[src/rtl/sar_spi_pkg.sv]
package sar_spi_pkg;

    // Default link geometry
    localparam int unsigned DEF_FRAME_BITS  = 16;
    localparam int unsigned DEF_RESULT_BITS = 12;
    localparam int unsigned DEF_CHAN_POS    = 11;
    localparam int unsigned DEF_DIV         = 4;

    // Frame sequencer state
    typedef enum logic {
        SEQ_IDLE = 1'b0,
        SEQ_RUN  = 1'b1
    } seq_state_e;

    // Per-tick event decoded by the sequencer for the shift unit
    typedef struct packed {
        logic launch;   // rising serial edge: put next control bit out
        logic capture;  // falling serial edge: take one reply bit in
        logic finish;   // end of frame: release chip select, publish result
    } seq_evt_t;

    localparam seq_evt_t EVT_NONE = '{launch: 1'b0, capture: 1'b0, finish: 1'b0};

    // Number of serial edges in a frame
    function automatic int unsigned edge_count(input int unsigned frame_bits);
        return 2 * frame_bits;
    endfunction

endpackage

[src/rtl/sar_spi_tick.sv]
module sar_spi_tick #(
    parameter int unsigned DIV = 4
) (
    input  logic clk,
    input  logic rst,
    input  logic run,
    output logic tick
);
    localparam int unsigned CW = (DIV < 2) ? 1 : $clog2(DIV);
    localparam logic [CW-1:0] LAST = CW'(DIV - 1);

    logic [CW-1:0] cnt;

    always_ff @(posedge clk) begin
        if (rst || !run) begin
            cnt <= '0;
        end else if (cnt == LAST) begin
            cnt <= '0;
        end else begin
            cnt <= cnt + 1'b1;
        end
    end

    assign tick = run && (cnt == LAST);

endmodule

[src/rtl/sar_spi_seq.sv]
module sar_spi_seq
    import sar_spi_pkg::*;
#(
    parameter int unsigned FRAME_BITS = 16
) (
    input  logic     clk,
    input  logic     rst,
    input  logic     accept,
    input  logic     tick,
    output logic     cs_n,
    output logic     sclk,
    output logic     busy,
    output seq_evt_t evt
);
    localparam int unsigned EDGES = edge_count(FRAME_BITS);
    localparam int unsigned PW    = $clog2(EDGES + 1);
    localparam logic [PW-1:0] END_PH = PW'(EDGES);

    seq_state_e    state;
    logic [PW-1:0] ph;

    // Even phases are rising edges, odd phases falling, the last one ends the frame
    always_comb begin
        evt = EVT_NONE;
        if (state == SEQ_RUN && tick) begin
            if (ph == END_PH) begin
                evt.finish = 1'b1;
            end else if (ph[0]) begin
                evt.capture = 1'b1;
            end else begin
                evt.launch = 1'b1;
            end
        end
    end

    always_ff @(posedge clk) begin
        if (rst) begin
            state <= SEQ_IDLE;
            cs_n  <= 1'b1;
            sclk  <= 1'b1;
            busy  <= 1'b0;
            ph    <= '0;
        end else begin
            case (state)
                SEQ_IDLE: begin
                    if (accept) begin
                        state <= SEQ_RUN;
                        cs_n  <= 1'b0;
                        sclk  <= 1'b0;
                        busy  <= 1'b1;
                        ph    <= '0;
                    end
                end
                SEQ_RUN: begin
                    if (tick) begin
                        if (ph == END_PH) begin
                            state <= SEQ_IDLE;
                            cs_n  <= 1'b1;
                            sclk  <= 1'b1;
                            busy  <= 1'b0;
                            ph    <= '0;
                        end else begin
                            sclk <= ~ph[0];
                            ph   <= ph + 1'b1;
                        end
                    end
                end
                default: state <= SEQ_IDLE;
            endcase
        end
    end

endmodule

[src/rtl/sar_spi_shift.sv]
module sar_spi_shift
    import sar_spi_pkg::*;
#(
    parameter int unsigned FRAME_BITS  = 16,
    parameter int unsigned RESULT_BITS = 12,
    parameter int unsigned CHAN_POS    = 11
) (
    input  logic                   clk,
    input  logic                   rst,
    input  logic                   load,
    input  logic                   chan,
    input  logic                   miso,
    input  seq_evt_t               evt,
    output logic                   mosi,
    output logic [RESULT_BITS-1:0] result,
    output logic                   valid
);
    logic [FRAME_BITS-1:0] ctrl_word;
    logic [FRAME_BITS-1:0] tx_sr;
    logic [FRAME_BITS-1:0] rx_sr;

    // Control word: only the channel position carries the channel choice
    for (genvar i = 0; i < FRAME_BITS; i++) begin : g_ctrl
        if (i == CHAN_POS) begin : g_chan
            assign ctrl_word[i] = chan;
        end else begin : g_zero
            assign ctrl_word[i] = 1'b0;
        end
    end

    always_ff @(posedge clk) begin
        if (rst) begin
            tx_sr  <= '0;
            rx_sr  <= '0;
            mosi   <= 1'b0;
            result <= '0;
            valid  <= 1'b0;
        end else begin
            valid <= 1'b0;
            if (load) begin
                tx_sr <= ctrl_word;
                rx_sr <= '0;
                mosi  <= 1'b0;
            end
            if (evt.launch) begin
                mosi  <= tx_sr[FRAME_BITS-1];
                tx_sr <= {tx_sr[FRAME_BITS-2:0], 1'b0};
            end
            if (evt.capture) begin
                rx_sr <= {rx_sr[FRAME_BITS-2:0], miso};
            end
            if (evt.finish) begin
                result <= rx_sr[RESULT_BITS-1:0];
                valid  <= 1'b1;
                mosi   <= 1'b0;
            end
        end
    end

endmodule

[src/rtl/sar_spi_master.sv]
module sar_spi_master
    import sar_spi_pkg::*;
#(
    parameter int unsigned FRAME_BITS  = DEF_FRAME_BITS,
    parameter int unsigned RESULT_BITS = DEF_RESULT_BITS,
    parameter int unsigned CHAN_POS    = DEF_CHAN_POS,
    parameter int unsigned DIV         = DEF_DIV
) (
    input  logic                   clk,
    input  logic                   rst,
    input  logic                   start,
    input  logic                   chan_sel,
    input  logic                   adc_miso,
    output logic                   adc_cs_n,
    output logic                   adc_sclk,
    output logic                   adc_mosi,
    output logic [RESULT_BITS-1:0] result,
    output logic                   result_valid,
    output logic                   busy
);
    logic     accept;
    logic     tick;
    seq_evt_t evt;

    assign accept = start && !busy;

    sar_spi_tick #(.DIV(DIV)) u_tick (
        .clk  (clk),
        .rst  (rst),
        .run  (busy),
        .tick (tick)
    );

    sar_spi_seq #(.FRAME_BITS(FRAME_BITS)) u_seq (
        .clk    (clk),
        .rst    (rst),
        .accept (accept),
        .tick   (tick),
        .cs_n   (adc_cs_n),
        .sclk   (adc_sclk),
        .busy   (busy),
        .evt    (evt)
    );

    sar_spi_shift #(
        .FRAME_BITS  (FRAME_BITS),
        .RESULT_BITS (RESULT_BITS),
        .CHAN_POS    (CHAN_POS)
    ) u_shift (
        .clk    (clk),
        .rst    (rst),
        .load   (accept),
        .chan   (chan_sel),
        .miso   (adc_miso),
        .evt    (evt),
        .mosi   (adc_mosi),
        .result (result),
        .valid  (result_valid)
    );

endmodule

[config.mk]
export PLATFORM = sky130hd
export DESIGN_NAME = sar_spi_master
export DESIGN_NICKNAME = d
export VERILOG_FILES = /design/src/rtl/sar_spi_pkg.sv /design/src/rtl/sar_spi_tick.sv /design/src/rtl/sar_spi_seq.sv /design/src/rtl/sar_spi_shift.sv /design/src/rtl/sar_spi_master.sv
export SDC_FILE = /design/constraint.sdc
export NUM_CORES = 1
export LEC_CHECK = 0
export BUFFER_PORTS_ARGS = -buffer_cell sky130_fd_sc_hd__buf_2
export CAP_MARGIN = 15
export CORE_MARGIN = 1.5
export CORE_UTILIZATION = 32
export CTS_BUF_LIST = sky130_fd_sc_hd__clkbuf_8
export DETAILED_ROUTE_END_ITERATION = 7
export GPL_TIMING_DRIVEN = 0
export HOLD_SLACK_MARGIN = 0.12
export PLACE_DENSITY = 0.47
export SETUP_SLACK_MARGIN = 0.05
export SYNTH_ARGS = -nofsm -noshare
export SYNTH_HDL_FRONTEND = slang
export SYNTH_SLANG_ARGS = --single-unit
[constraint.sdc]
create_clock -name clk -period 2.5 [get_ports clk]
set_input_delay 0.125 -clock clk [delete_from_list [all_inputs] [get_ports clk]]
set_output_delay 0.125 -clock clk [all_outputs]
set_load 0.01 [all_outputs]
==> metrics.md, run 1 <==
| Metric | Value |
|---|---|
| Clk slew on worst S/H paths | roughly 0.08 ns |
| Maximum clock skew at final layout | between 0.007 and 0.008 ns |
| Gate count after technology mapping | 192 |
| Remaining design rule violation count | 0 |
| Tmin final | around 2.1 ns |
| Std-Cell Rows | 28 |
| Cell area power density | 578 nW/um2 |
| Hold Slack | around 0.15 ns |
| Remaining number of nets flagged by the antenna check after routing | 0 |
| Sort of element at the start of the critical path | flip-flop |
| Max_slew headroom | between 60% and 70% |
| Final worst slack | 0.352 ns |
| Post-Route Setup TNS | 0 ns |
| Share of cells above drive strength 1 | between 10% and 20% |
| Clock Sinks | 43 |
| Average cell area after synthesis | 10.3 um2 |
| Area of the core | 5920 um2 |
| Static leakage | around 0.9 nW |
| DRT Pass-1 Iters | 4 |
| Non-filler instance count after layout | about 300 |
| MaxCap Viol Count | 0 |
| Number of enable-type register cells in the synthesized netlist | 0 |
| Commonest cells after routing, fill and taps aside | dfxtp_1, nand2b_1, mux2i_1 |
| Most common cell after layout, fill and taps aside | dfxtp_1 |
| Clock root buffer | clkbuf_8 |
| Number of flip-flops and latches in the synthesized netlist | 43 |
| Total routed wirelength | 4.20 mm |
| Overall die height | approximately 81 um |
| CP endpoint kind | flip-flop |
| Arrival time reported for the critical path endpoint | around 2.4 ns |
| # H-tree levels | 2 |
| Post-Syn Area | roughly 2000 um2 |
| Maximum ir drop on the vdd rail | 198 uV |
| RSZ-0062 raised after global routing | no |
| Number of input and output port buffers inserted | 21 |
| Source-to-sink clock delay at the later pin of the worst-skew pair | around 0.30 ns |
| Post-CTS setup repair buffer count | 0 |
| Storage cell area | approximately 860 um2 |
| Synthesis warning total | 0 |
| Post-Place Cell Area | about 2200 um2 |
| Number of distinct library cell variants in the gate-level netlist after synthesis | 38 |
| Count of nets after finishing | 229 |
| Antenna violations before repair | 0 |
| Final cell utilization of the core | about two fifths |
| Initial standard-cell utilization of the core | around 33% |
| Global-route wire length before repair | about 7.1 mm |
| Post-route total power | about 1.3 mW |
| Share of synthesized registers carrying an async set or reset | 0% |
| Achievable frequency | approximately 470 MHz |
| Count of instances resized after the clock tree is built | 0 |
| DR vias/cell | 4.82 |
| CTS tree | done |
| Type of the most critical hold path | in2reg |
| Global-route usage over all layers | approximately 14% |
| Area of all placed cells without fillers | about 2300 um2 |
| Post-place setup slack | about 0.37 ns |
| Synthesized net count | 200 |
| Required time of the critical path | about 2.7 ns |
| GP Congestion | 0.730 |
| Footprint of the multi-input gates | slightly above 1000 um2 |
| Critical path type | reg2reg |
| Count of final hold-check violations | 0 |
| Residual overflow from global routing | 0 |
| # IOs | 22 |
| Most instantiated flip-flop cell in the synthesis netlist | dfxtp_1 |
| Vias in the first global route | roughly 1.3k |
| Dpl cells | around 290 |
| Total inserted antenna cells | 0 |
| HPWL after DPL | 2.93 mm |
| Clock Tree Buf Depth | 2 |
| Final number of max-transition violations | 0 |
| Maximum number of pins on one net before global-route repair | 15 |
| Status | completed |
| 1st-iter DRT viols | 71 |
| Hold Buf Count CTS | 1 |
| Top fanout value on the critical path | 10 |
| Post-route fraction of the period consumed by the critical path | 85.9% |
| Vias after detailed routing | roughly 1.4k |
| Number of endpoints failing setup at the final stage | 0 |
| Die area | around 6600 um2 |
| Sequential area share after synthesis | a little over two fifths |
| Area growth from synthesis to final layout | 16.3% |
| Number of buffers created by CTS | 5 |
| # fillers | 608 |
| Post-detailed-route wirelength per cell | approximately 14 um |
| Horizontal extent of the die | about 80 um |
| Transition at the pin with the smallest max-transition slack | between 0.5 and 0.6 ns |
==> cell families after synthesis <==
| group | Yosys count | share of synthesized area [%] |
|---|---|---|
| AND/OR/NAND/NOR | 72 | 24.0 |
| flip-flops | 43 | 43.7 |
| multiplexers | 28 | 14.5 |
| AO/OA/AOI/OAI | 27 | 10.8 |
| buffers and inverters | 19 | 5.08 |
| adder cells (fa/ha/maj) | 3 | 1.91 |
==> flip-flops by register name, indices dropped and copies added, names as in the netlist <==
signal / flops
u_shift.rx_sr: 12
u_shift.valid: 1
u_seq.cs_n: 1
u_shift.tx_sr: 5
u_shift.mosi: 1
u_shift.result: 12
u_seq.ph: 6
u_seq.state: 1
u_seq.busy: 1
u_seq.sclk: 1
u_tick.cnt: 2
==> final timing paths <==
check                           startpoint                              to  slack (ns)  depth (start not counted)
setup / recovery  u_seq.ph[0]$_SDFFE_PP0P_   u_shift.rx_sr[2]$_SDFFE_PP0P_        0.35                          6
hold / removal                    chan_sel  u_shift.tx_sr[11]$_SDFFE_PP0P_        0.15                          3
setup reg to reg  u_seq.ph[0]$_SDFFE_PP0P_   u_shift.rx_sr[2]$_SDFFE_PP0P_        0.35                          6
hold reg to reg   u_tick.cnt[0]$_SDFF_PP0_        u_tick.cnt[0]$_SDFF_PP0_        0.44                          1
==> metal layers <==
layer	track usage [%]	vias to the layer above	wire (um)
met5	0	-	0
met4	4.14	0	29
met3	3.67	3	119
met2	20.2	18	1740
met1	21.1	664	2320
li1	-	746	-
==> power breakdown <==
part	total [mW]	leakage, nW	internal (mW)	switching, mW
logic	0.0680	0.519	0.0297	0.0383
clock network	0.555	0.0581	0.298	0.257
registers	0.701	0.348	0.692	0.00865
total	1.32	0.925	1.02	0.304
==> final cells by class <==
type / count / share of cell area [%]
plain buffers: 14 / 3.55
clock buffers: 5 / 3.00
clock inverters: 3 / 1.91
inverters: 5 / 0.819
multi-input cells: 130 / 44.0
flip-flops and latches: 43 / 37.6
well taps: 75 / 4.10
repair buffers: 22 / 5.02
==> critical path, stage by stage (launching register included) <==
cell and delay [ns]:
dfxtp_1 0.46, inv_1 0.18, ha_1 0.25, nor4b_4 0.16, a211oi_2 0.43, buf_2 0.38, mux2i_1 0.22
==> synthesized netlist by cell type, types with 3 or more instances <==
| cell type | number | area, um2 |
|---|---|---|
| nor2_1 | 4 | 15.0 |
| buf_6 | 3 | 33.8 |
| a311oi_1 | 3 | 26.3 |
| o21ai_0 | 3 | 15.0 |
| nand3_1 | 8 | 40.0 |
| nand2b_1 | 29 | 181 |
| a21oi_1 | 6 | 30.0 |
| ha_1 | 3 | 37.5 |
| nand3b_1 | 13 | 97.6 |
| dfxtp_1 | 43 | 861 |
| mux2i_1 | 27 | 270 |
| inv_1 | 5 | 18.8 |
| clkbuf_1 | 8 | 30.0 |
| nor2b_1 | 4 | 25.0 |
| nand2_1 | 3 | 11.3 |
No activity file was read; power rests on OpenSTA's default activity.
==> run 2: changes to the inputs <==
--- a/config.mk
+++ b/config.mk
@@ -9,7 +9,7 @@
 export CAP_MARGIN = 15
 export CORE_MARGIN = 1.5
 export CORE_UTILIZATION = 32
-export CTS_BUF_LIST = sky130_fd_sc_hd__clkbuf_8
+export CTS_BUF_LIST = sky130_fd_sc_hd__clkbuf_16
 export DETAILED_ROUTE_END_ITERATION = 7
 export GPL_TIMING_DRIVEN = 0
 export HOLD_SLACK_MARGIN = 0.12
==> metrics.md, run 2 (synthesis gave the netlist of run 1 again) <==
| Metric | Value |
|---|---|
| Global-route usage over all layers | 14.4% (+0.097 points) |
| Post-place setup slack | 0.372 ns (unchanged) |
| Maximum clock skew at final layout | 0.00557 ns (-0.00200 ns) |
| Cell area power density | 650 nW/um2 (+12%) |
| Critical path type | reg2reg |
| Count of instances resized after the clock tree is built | 0 (unchanged) |
| Die area | 6630 um2 (unchanged) |
| R2R Path End | u_shift.rx_sr[9]$_SDFFE_PP0P_ |
| Top fanout value on the critical path | 10 (unchanged) |
| Dpl cells | 288 (unchanged) |
| Clock Tree Buf Depth | 2 (unchanged) |
| Post-CTS setup repair buffer count | 0 (unchanged) |
| Commonest cells after routing, fill and taps aside | dfxtp_1, nand2b_1, mux2i_1 |
| Number of buffers created by CTS | 5 (unchanged) |
| Total net switching power | 0.331 mW (+8.8%) |
| # H-tree levels | 2 (unchanged) |
| Int Power | 1.19 mW (+17%) |
| M1 GR Usage | 21.0% (-0.054 points) |
| Count of final hold-check violations | 0 (unchanged) |
| 1st-iter DRT viols | 76 (+7.0%) |
| Share of cells above drive strength 1 | 18.5% (unchanged) |
| Clock Sinks | 43 (unchanged) |
| Source-to-sink clock delay at the later pin of the worst-skew pair | 0.29 ns (about the same) |
| Final number of max-transition violations | 0 (unchanged) |
| Tmin final | 2.14 ns (-0.00738 ns) |
| Type of the most critical hold path | in2reg |
| Post-route total power | 1.52 mW (+15%) |
| Proportion of power drawn by combinational gates | 4.5% (-0.6 points) |
| MaxCap Viol Count | 0 (unchanged) |
| Buffers and inverters on the worst path | 2 (unchanged) |
| RSZ-0062 raised after global routing | no |
| Non-filler instance count after layout | 297 (unchanged) |
| Origin of the critical flop-to-flop path | u_seq.ph[0]$_SDFFE_PP0P_ |
| Largest registers ranked by flip-flop count | u_shift.result (12), u_shift.rx_sr (12), u_seq.ph (6) |
| Top delay family on crit path | buffers and inverters |
| Global-route wire length before repair | 7.07 mm (+0.30%) |
| Status | completed |
| Static leakage | 0.950 nW (+2.8%) |
| Residual overflow from global routing | 0 (unchanged) |
| Area of all placed cells without fillers | 2350 um2 (+2.5%) |
| Maximum number of pins on one net before global-route repair | 15 (unchanged) |
| Launch instance of the worst min-delay path | chan_sel |
| Std-Cell Rows | 28 (unchanged) |
| CTS tree | done |
| Remaining design rule violation count | 0 (unchanged) |
| Achievable frequency | 467 MHz (+0.34%) |
| Required time of the critical path | 2.72 ns (about the same) |
| DRT Pass-1 Iters | 4 (unchanged) |
| Post-Route Setup TNS | 0 ns (unchanged) |
| Initial standard-cell utilization of the core | 33.3% (unchanged) |
| Clock Power Share | 49.6% (+7.7 points) |
| Antenna violations before repair | 0 (unchanged) |
| Total inserted antenna cells | 0 (unchanged) |
| Vias in the first global route | 1312 (+0.38%) |
| Area of the core | 5920 um2 (unchanged) |
| Horizontal extent of the die | 81.5 um (unchanged) |
| Most common cell after layout, fill and taps aside | dfxtp_1 |
| # fillers | 602 (-0.99%) |
| Transition at the pin with the smallest max-transition slack | 0.521 ns (-0.00609 ns) |
| Vias after detailed routing | 1425 (-0.42%) |
| Sort of element at the start of the critical path | flip-flop |
| Number of input and output port buffers inserted | 21 (unchanged) |
| Post-detailed-route wirelength per cell | 14.2 um (+0.40%) |
| Final cell utilization of the core | 39.6% (+0.95 points) |
| Overall die height | 81.5 um (unchanged) |
| CP endpoint kind | flip-flop |
| Worst hold path stage count | 3 (unchanged) |
| Switching share of power | 21.7% (-1.3 points) |
| Largest incremental delay on the critical path | 0.45 ns (about the same) |
| Grt peak-use layer | met1 |
| Hold EP | u_shift.tx_sr[11]$_SDFFE_PP0P_ |
| Maximum ir drop on the vdd rail | 260 uV (+31%) |
| Max_slew headroom | 65.2% (+0.41 points) |
| Global-route track usage on met2 | 20.3% (+0.17 points) |
| DR vias/cell | 4.80 (-0.42%) |
| Cell type of the slowest stage on the worst timing path | dfxtp_1 |
| Arrival time reported for the critical path endpoint | 2.36 ns (-0.02 ns) |
| Area growth from synthesis to final layout | 19.2% |
| Count of nets after finishing | 229 (unchanged) |
| Crit path cell chain | inv_1, ha_1, nor4b_4, a211oi_2, buf_2, mux2i_1 |
| Worst Reg2Reg Path Length in Cells | 6 (unchanged) |
| Worst setup slack for register-to-register paths | 0.36 ns (about the same) |
| Number of endpoints failing setup at the final stage | 0 (unchanged) |
| Proportion of power drawn by flip-flops and latches | 46.0% (-6.9 points) |
| Remaining number of nets flagged by the antenna check after routing | 0 (unchanged) |
| Clk slew on worst S/H paths | 0.07 ns (about the same) |
| GP Congestion | 0.730 (unchanged) |
| Hold Slack | 0.171 ns (+0.0159 ns) |
| Clock root buffer | clkbuf_16 |
| Final worst slack | 0.359 ns (+0.00738 ns) |
| Post-route fraction of the period consumed by the critical path | 85.6% (-0.30 points) |
| Post-Place Cell Area | 2170 um2 (unchanged) |
| Total routed wirelength | 4.22 mm (+0.40%) |
| Global routing usage on met3 | 3.33% (-0.33 points) |
| # IOs | 22 (unchanged) |
| HPWL after DPL | 2.93 mm (unchanged) |
==> run 2: per-layer routing <==
metal	vias up	wire (um)
met3	5	130
met1	651	2280
met4	0	51
li1	747	-
met5	-	0
met2	22	1750
==> run 2: final cells by class <==
| class | instances | area, um2 | area share (%) |
|---|---|---|---|
| flip-flops and latches | 43 | 861 | 36.7 |
| clock buffers | 5 | 125 | 5.33 |
| well taps | 75 | 93.8 | 4.00 |
| inverters | 5 | 18.8 | 0.800 |
| plain buffers | 14 | 81.3 | 3.46 |
| repair buffers | 22 | 115 | 4.90 |
| multi-input cells | 130 | 1010 | 43.0 |
| clock inverters | 3 | 43.8 | 1.87 |
==> run 2: worst max-delay path by stage <==
stage               cells after the start                     start                              to  slack, ns
finish                                  6  u_seq.ph[0]$_SDFFE_PP0P_   u_shift.rx_sr[9]$_SDFFE_PP0P_       0.36
global route                            6  u_seq.ph[0]$_SDFFE_PP0P_   u_shift.rx_sr[7]$_SDFFE_PP0P_       0.19
CTS                                     6  u_seq.ph[0]$_SDFFE_PP0P_   u_shift.rx_sr[2]$_SDFFE_PP0P_       0.36
detailed placement                      6  u_seq.ph[0]$_SDFFE_PP0P_   u_shift.rx_sr[5]$_SDFFE_PP0P_       0.37
global placement                        6  u_seq.ph[0]$_SDFFE_PP0P_   u_shift.rx_sr[6]$_SDFFE_PP0P_       0.35
floorplan                               6  u_seq.ph[0]$_SDFFE_PP0P_  u_shift.tx_sr[12]$_SDFFE_PP0P_       0.58
==> run 2: worst reg2reg max path, delay by kind of cell (launching register included) <==
| family | cells | cell delay [ns] |
|---|---|---|
| and+or+nand+nor | 1 | 0.16 |
| buffers and inverters | 2 | 0.57 |
| adders and majority gates | 1 | 0.25 |
| muxes | 1 | 0.23 |
| AOI/OAI and AO/OA | 1 | 0.43 |
| DFF | 1 | 0.45 |
==> run 2: what timing repair did <==
item	CTS	global route
setup endpoints to repair	0	0
hold buffers	1	0
endpoints found under the hold margin	1	0
==> run 2: power by group through the flow <==
stage                     sequential (mW)  combinational [mW]  clock, mW
after floorplan                     0.716              0.0422          0
after global placement              0.717              0.0682          0
after detailed placement            0.717              0.0679          0
after CTS                           0.701              0.0696      0.771
after global routing                0.702              0.0758      0.802
final                               0.701              0.0679      0.756
==> run 3: changes to the inputs <==
==> constraint.sdc (replaced) <==
create_clock -name clk -period 2.15 [get_ports clk]
set_input_delay 0.1075 -clock clk [delete_from_list [all_inputs] [get_ports clk]]
set_output_delay 0.1075 -clock clk [all_outputs]
set_load 0.01 [all_outputs]
==> metrics.md, run 3 (synthesis gave the netlist of run 1 again) <==
| Metric | Value |
|---|---|
| Hold EP | u_shift.tx_sr[11]$_SDFFE_PP0P_ |
| Vias after detailed routing | 1445 (+1.4%) |
| Post-Route Setup TNS | 0 ns (unchanged) |
| Status | completed |
| DRT Pass-1 Iters | 4 (unchanged) |
| HPWL after DPL | 2.93 mm (unchanged) |
| Total routed wirelength | 4.29 mm (+1.6%) |
| Cell area power density | 746 nW/um2 (+15%) |
| Global-route wire length before repair | 7.06 mm (-0.20%) |
| Top fanout value on the critical path | 7 (-3) |
| Launch instance of the worst min-delay path | chan_sel |
| Maximum number of pins on one net before global-route repair | 15 (unchanged) |
| Clock Sinks | 43 (unchanged) |
| Number of buffers created by CTS | 5 (unchanged) |
| Proportion of power drawn by flip-flops and latches | 46.1% (about the same) |
| Clock root buffer | clkbuf_16 |
| Worst Reg2Reg Path Length in Cells | 6 (unchanged) |
| Final number of max-transition violations | 0 (unchanged) |
| Worst hold path stage count | 3 (unchanged) |
| RSZ-0062 raised after global routing | yes |
| Total inserted antenna cells | 0 (unchanged) |
| Residual overflow from global routing | 0 (unchanged) |
| Commonest cells after routing, fill and taps aside | dfxtp_1, nand2b_1, mux2i_1 |
| CTS tree | done |
| Clock Power Share | 49.4% (-0.2 points) |
| 1st-iter DRT viols | 89 (+17%) |
| Maximum ir drop on the vdd rail | 297 uV (+15%) |
| GP Congestion | 0.730 (unchanged) |
| Arrival time reported for the critical path endpoint | 2.20 ns (-0.16 ns) |
| Critical path type | reg2reg |
| # fillers | 603 (+0.17%) |
| DR vias/cell | 4.82 (+0.39%) |
| Required time of the critical path | 2.33 ns (-0.39 ns) |
| Area of the core | 5920 um2 (unchanged) |
| R2R Path End | u_shift.tx_sr[12]$_SDFFE_PP0P_ |
| Remaining number of nets flagged by the antenna check after routing | 0 (unchanged) |
| Std-Cell Rows | 28 (unchanged) |
| Source-to-sink clock delay at the later pin of the worst-skew pair | 0.29 ns (about the same) |
| Most common cell after layout, fill and taps aside | dfxtp_1 |
| # H-tree levels | 2 (unchanged) |
| MaxCap Viol Count | 0 (unchanged) |
| Count of final hold-check violations | 0 (unchanged) |
| Total net switching power | 0.381 mW (+15%) |
| Post-detailed-route wirelength per cell | 14.3 um (+0.60%) |
| Share of cells above drive strength 1 | 20.0% (+1.5 points) |
| Int Power | 1.39 mW (+16%) |
| Number of input and output port buffers inserted | 21 (unchanged) |
| Non-filler instance count after layout | 300 (+1.0%) |
| Clock Tree Buf Depth | 2 (unchanged) |
| Static leakage | 0.963 nW (+1.3%) |
| Global-route usage over all layers | 14.3% (-0.023 points) |
| Origin of the critical flop-to-flop path | u_seq.ph[0]$_SDFFE_PP0P_ |
| Maximum clock skew at final layout | 0.00472 ns (-0.000850 ns) |
| Initial standard-cell utilization of the core | 33.3% (unchanged) |
| Vias in the first global route | 1310 (-0.15%) |
| Count of nets after finishing | 232 (+1.3%) |
| Tmin final | 2.02 ns (-0.116 ns) |
| Die area | 6630 um2 (unchanged) |
| Largest registers ranked by flip-flop count | u_shift.result (12), u_shift.rx_sr (12), u_seq.ph (6) |
| Clk slew on worst S/H paths | 0.06 ns (about the same) |
| Achievable frequency | 494 MHz (+5.7%) |
| Max_slew headroom | 65.1% (-0.14 points) |
| Horizontal extent of the die | 81.5 um (unchanged) |
| Area growth from synthesis to final layout | 20.5% |
| Antenna violations before repair | 0 (unchanged) |
| Remaining design rule violation count | 0 (unchanged) |
| Switching share of power | 21.6% (-0.15 points) |
| Overall die height | 81.5 um (unchanged) |
| Number of endpoints failing setup at the final stage | 0 (unchanged) |
| Type of the most critical hold path | in2reg |
| Sort of element at the start of the critical path | flip-flop |
| Proportion of power drawn by combinational gates | 4.5% (about the same) |
| Worst setup slack for register-to-register paths | 0.13 ns (-0.23 ns) |
| CP endpoint kind | flip-flop |
| # IOs | 22 (unchanged) |
| Dpl cells | 288 (unchanged) |
| Post-route fraction of the period consumed by the critical path | 94.2% (+8.5 points) |
| Transition at the pin with the smallest max-transition slack | 0.524 ns (+0.00215 ns) |
run 3: cell count changes in the layout (fill, tap and decap cells not counted):
cell   before  now
inv_2       0    1
inv_1       5    4
buf_2      23   22
buf_4       1    5
run 3: power groups by stage:
stage	logic, mW	registers (mW)	clock network, mW
floorplan	0.0491	0.833	0
global placement	0.0793	0.834	0
detailed placement	0.0790	0.834	0
CTS	0.0809	0.815	0.897
global route	0.0883	0.817	0.932
finish	0.0790	0.816	0.875
run 3: through the flow:
| stage | power (mW) | util, % | cell area [um2] | hold slack, ns | setup WS, ns |
|---|---|---|---|---|---|
| 2_1_floorplan | 0.882 | - | 1970 | 0.263 | 0.230 |
| 3_3_place_gp | 0.913 | 36.6 | 2170 | 0.386 | 0.00237 |
| 3_5_place_dp | 0.913 | 36.6 | 2170 | 0.388 | 0.0222 |
| 4_1_cts | 1.79 | 39.7 | 2350 | 0.158 | 0.117 |
| 5_1_grt | 1.84 | 40.1 | 2370 | 0.193 | 0.0201 |
| 6_report | 1.77 | 40.1 | 2370 | 0.154 | 0.125 |
run 3: cell type report:
cell class	count	area (um2)	share of cell area, %
Clock buffer	5	125	5.27
Inverter	5	18.8	0.791
Timing Repair Buffer	25	138	5.80
Buffer	14	83.8	3.53
Tap cell	75	93.8	3.96
Multi-Input combinational cell	130	1010	42.5
Sequential cell	43	861	36.3
Clock inverter	3	43.8	1.85
run 3: critical path, cell delays in order, from the launching register on:
cell	delay, ns
dfxtp_1	0.38
inv_2	0.15
ha_1	0.18
or4b_1	0.45
buf_6	0.16
o211ai_4	0.26
mux2_4	0.32
run 3: worst max path at each step:
stage / start / end / slack (ns) / cells after the start
finish: u_seq.ph[0]$_SDFFE_PP0P_ / u_shift.tx_sr[12]$_SDFFE_PP0P_ / 0.13 / 6
CTS: u_seq.ph[0]$_SDFFE_PP0P_ / u_shift.tx_sr[12]$_SDFFE_PP0P_ / 0.12 / 6
floorplan: u_seq.ph[0]$_SDFFE_PP0P_ / u_shift.tx_sr[12]$_SDFFE_PP0P_ / 0.23 / 6
global placement: u_seq.ph[0]$_SDFFE_PP0P_ / u_shift.rx_sr[6]$_SDFFE_PP0P_ / 0.002 / 6
detailed placement: u_seq.ph[0]$_SDFFE_PP0P_ / u_shift.rx_sr[5]$_SDFFE_PP0P_ / 0.02 / 6
global route: u_seq.ph[0]$_SDFFE_PP0P_ / u_shift.rx_sr[7]$_SDFFE_PP0P_ / 0.02 / 6
run 3: layer usage:
layer | routed length, um | part of all wire [%] | up-vias | GRT usage (%)
li1 | - | - | 756 | -
met1 | 2330 | 54 | 664 | 20.9
met2 | 1780 | 41 | 20 | 20.3
met3 | 128 | 3.0 | 5 | 3.33
met4 | 48 | 1.1 | 0 | 5.17
met5 | 0 | 0 | - | 0
run 3: repair_timing:
| action | CTS | global route |
|---|---|---|
| cloned | 0 | 0 |
| gates resized for setup | 2 | 0 |
| endpoints found under the setup margin | 11 | 5 |
| endpoints found under the hold margin | 1 | 0 |
| hold buffers | 1 | 0 |
| buffers inserted | 0 | 3 |
| pin swaps | 0 | 1 |
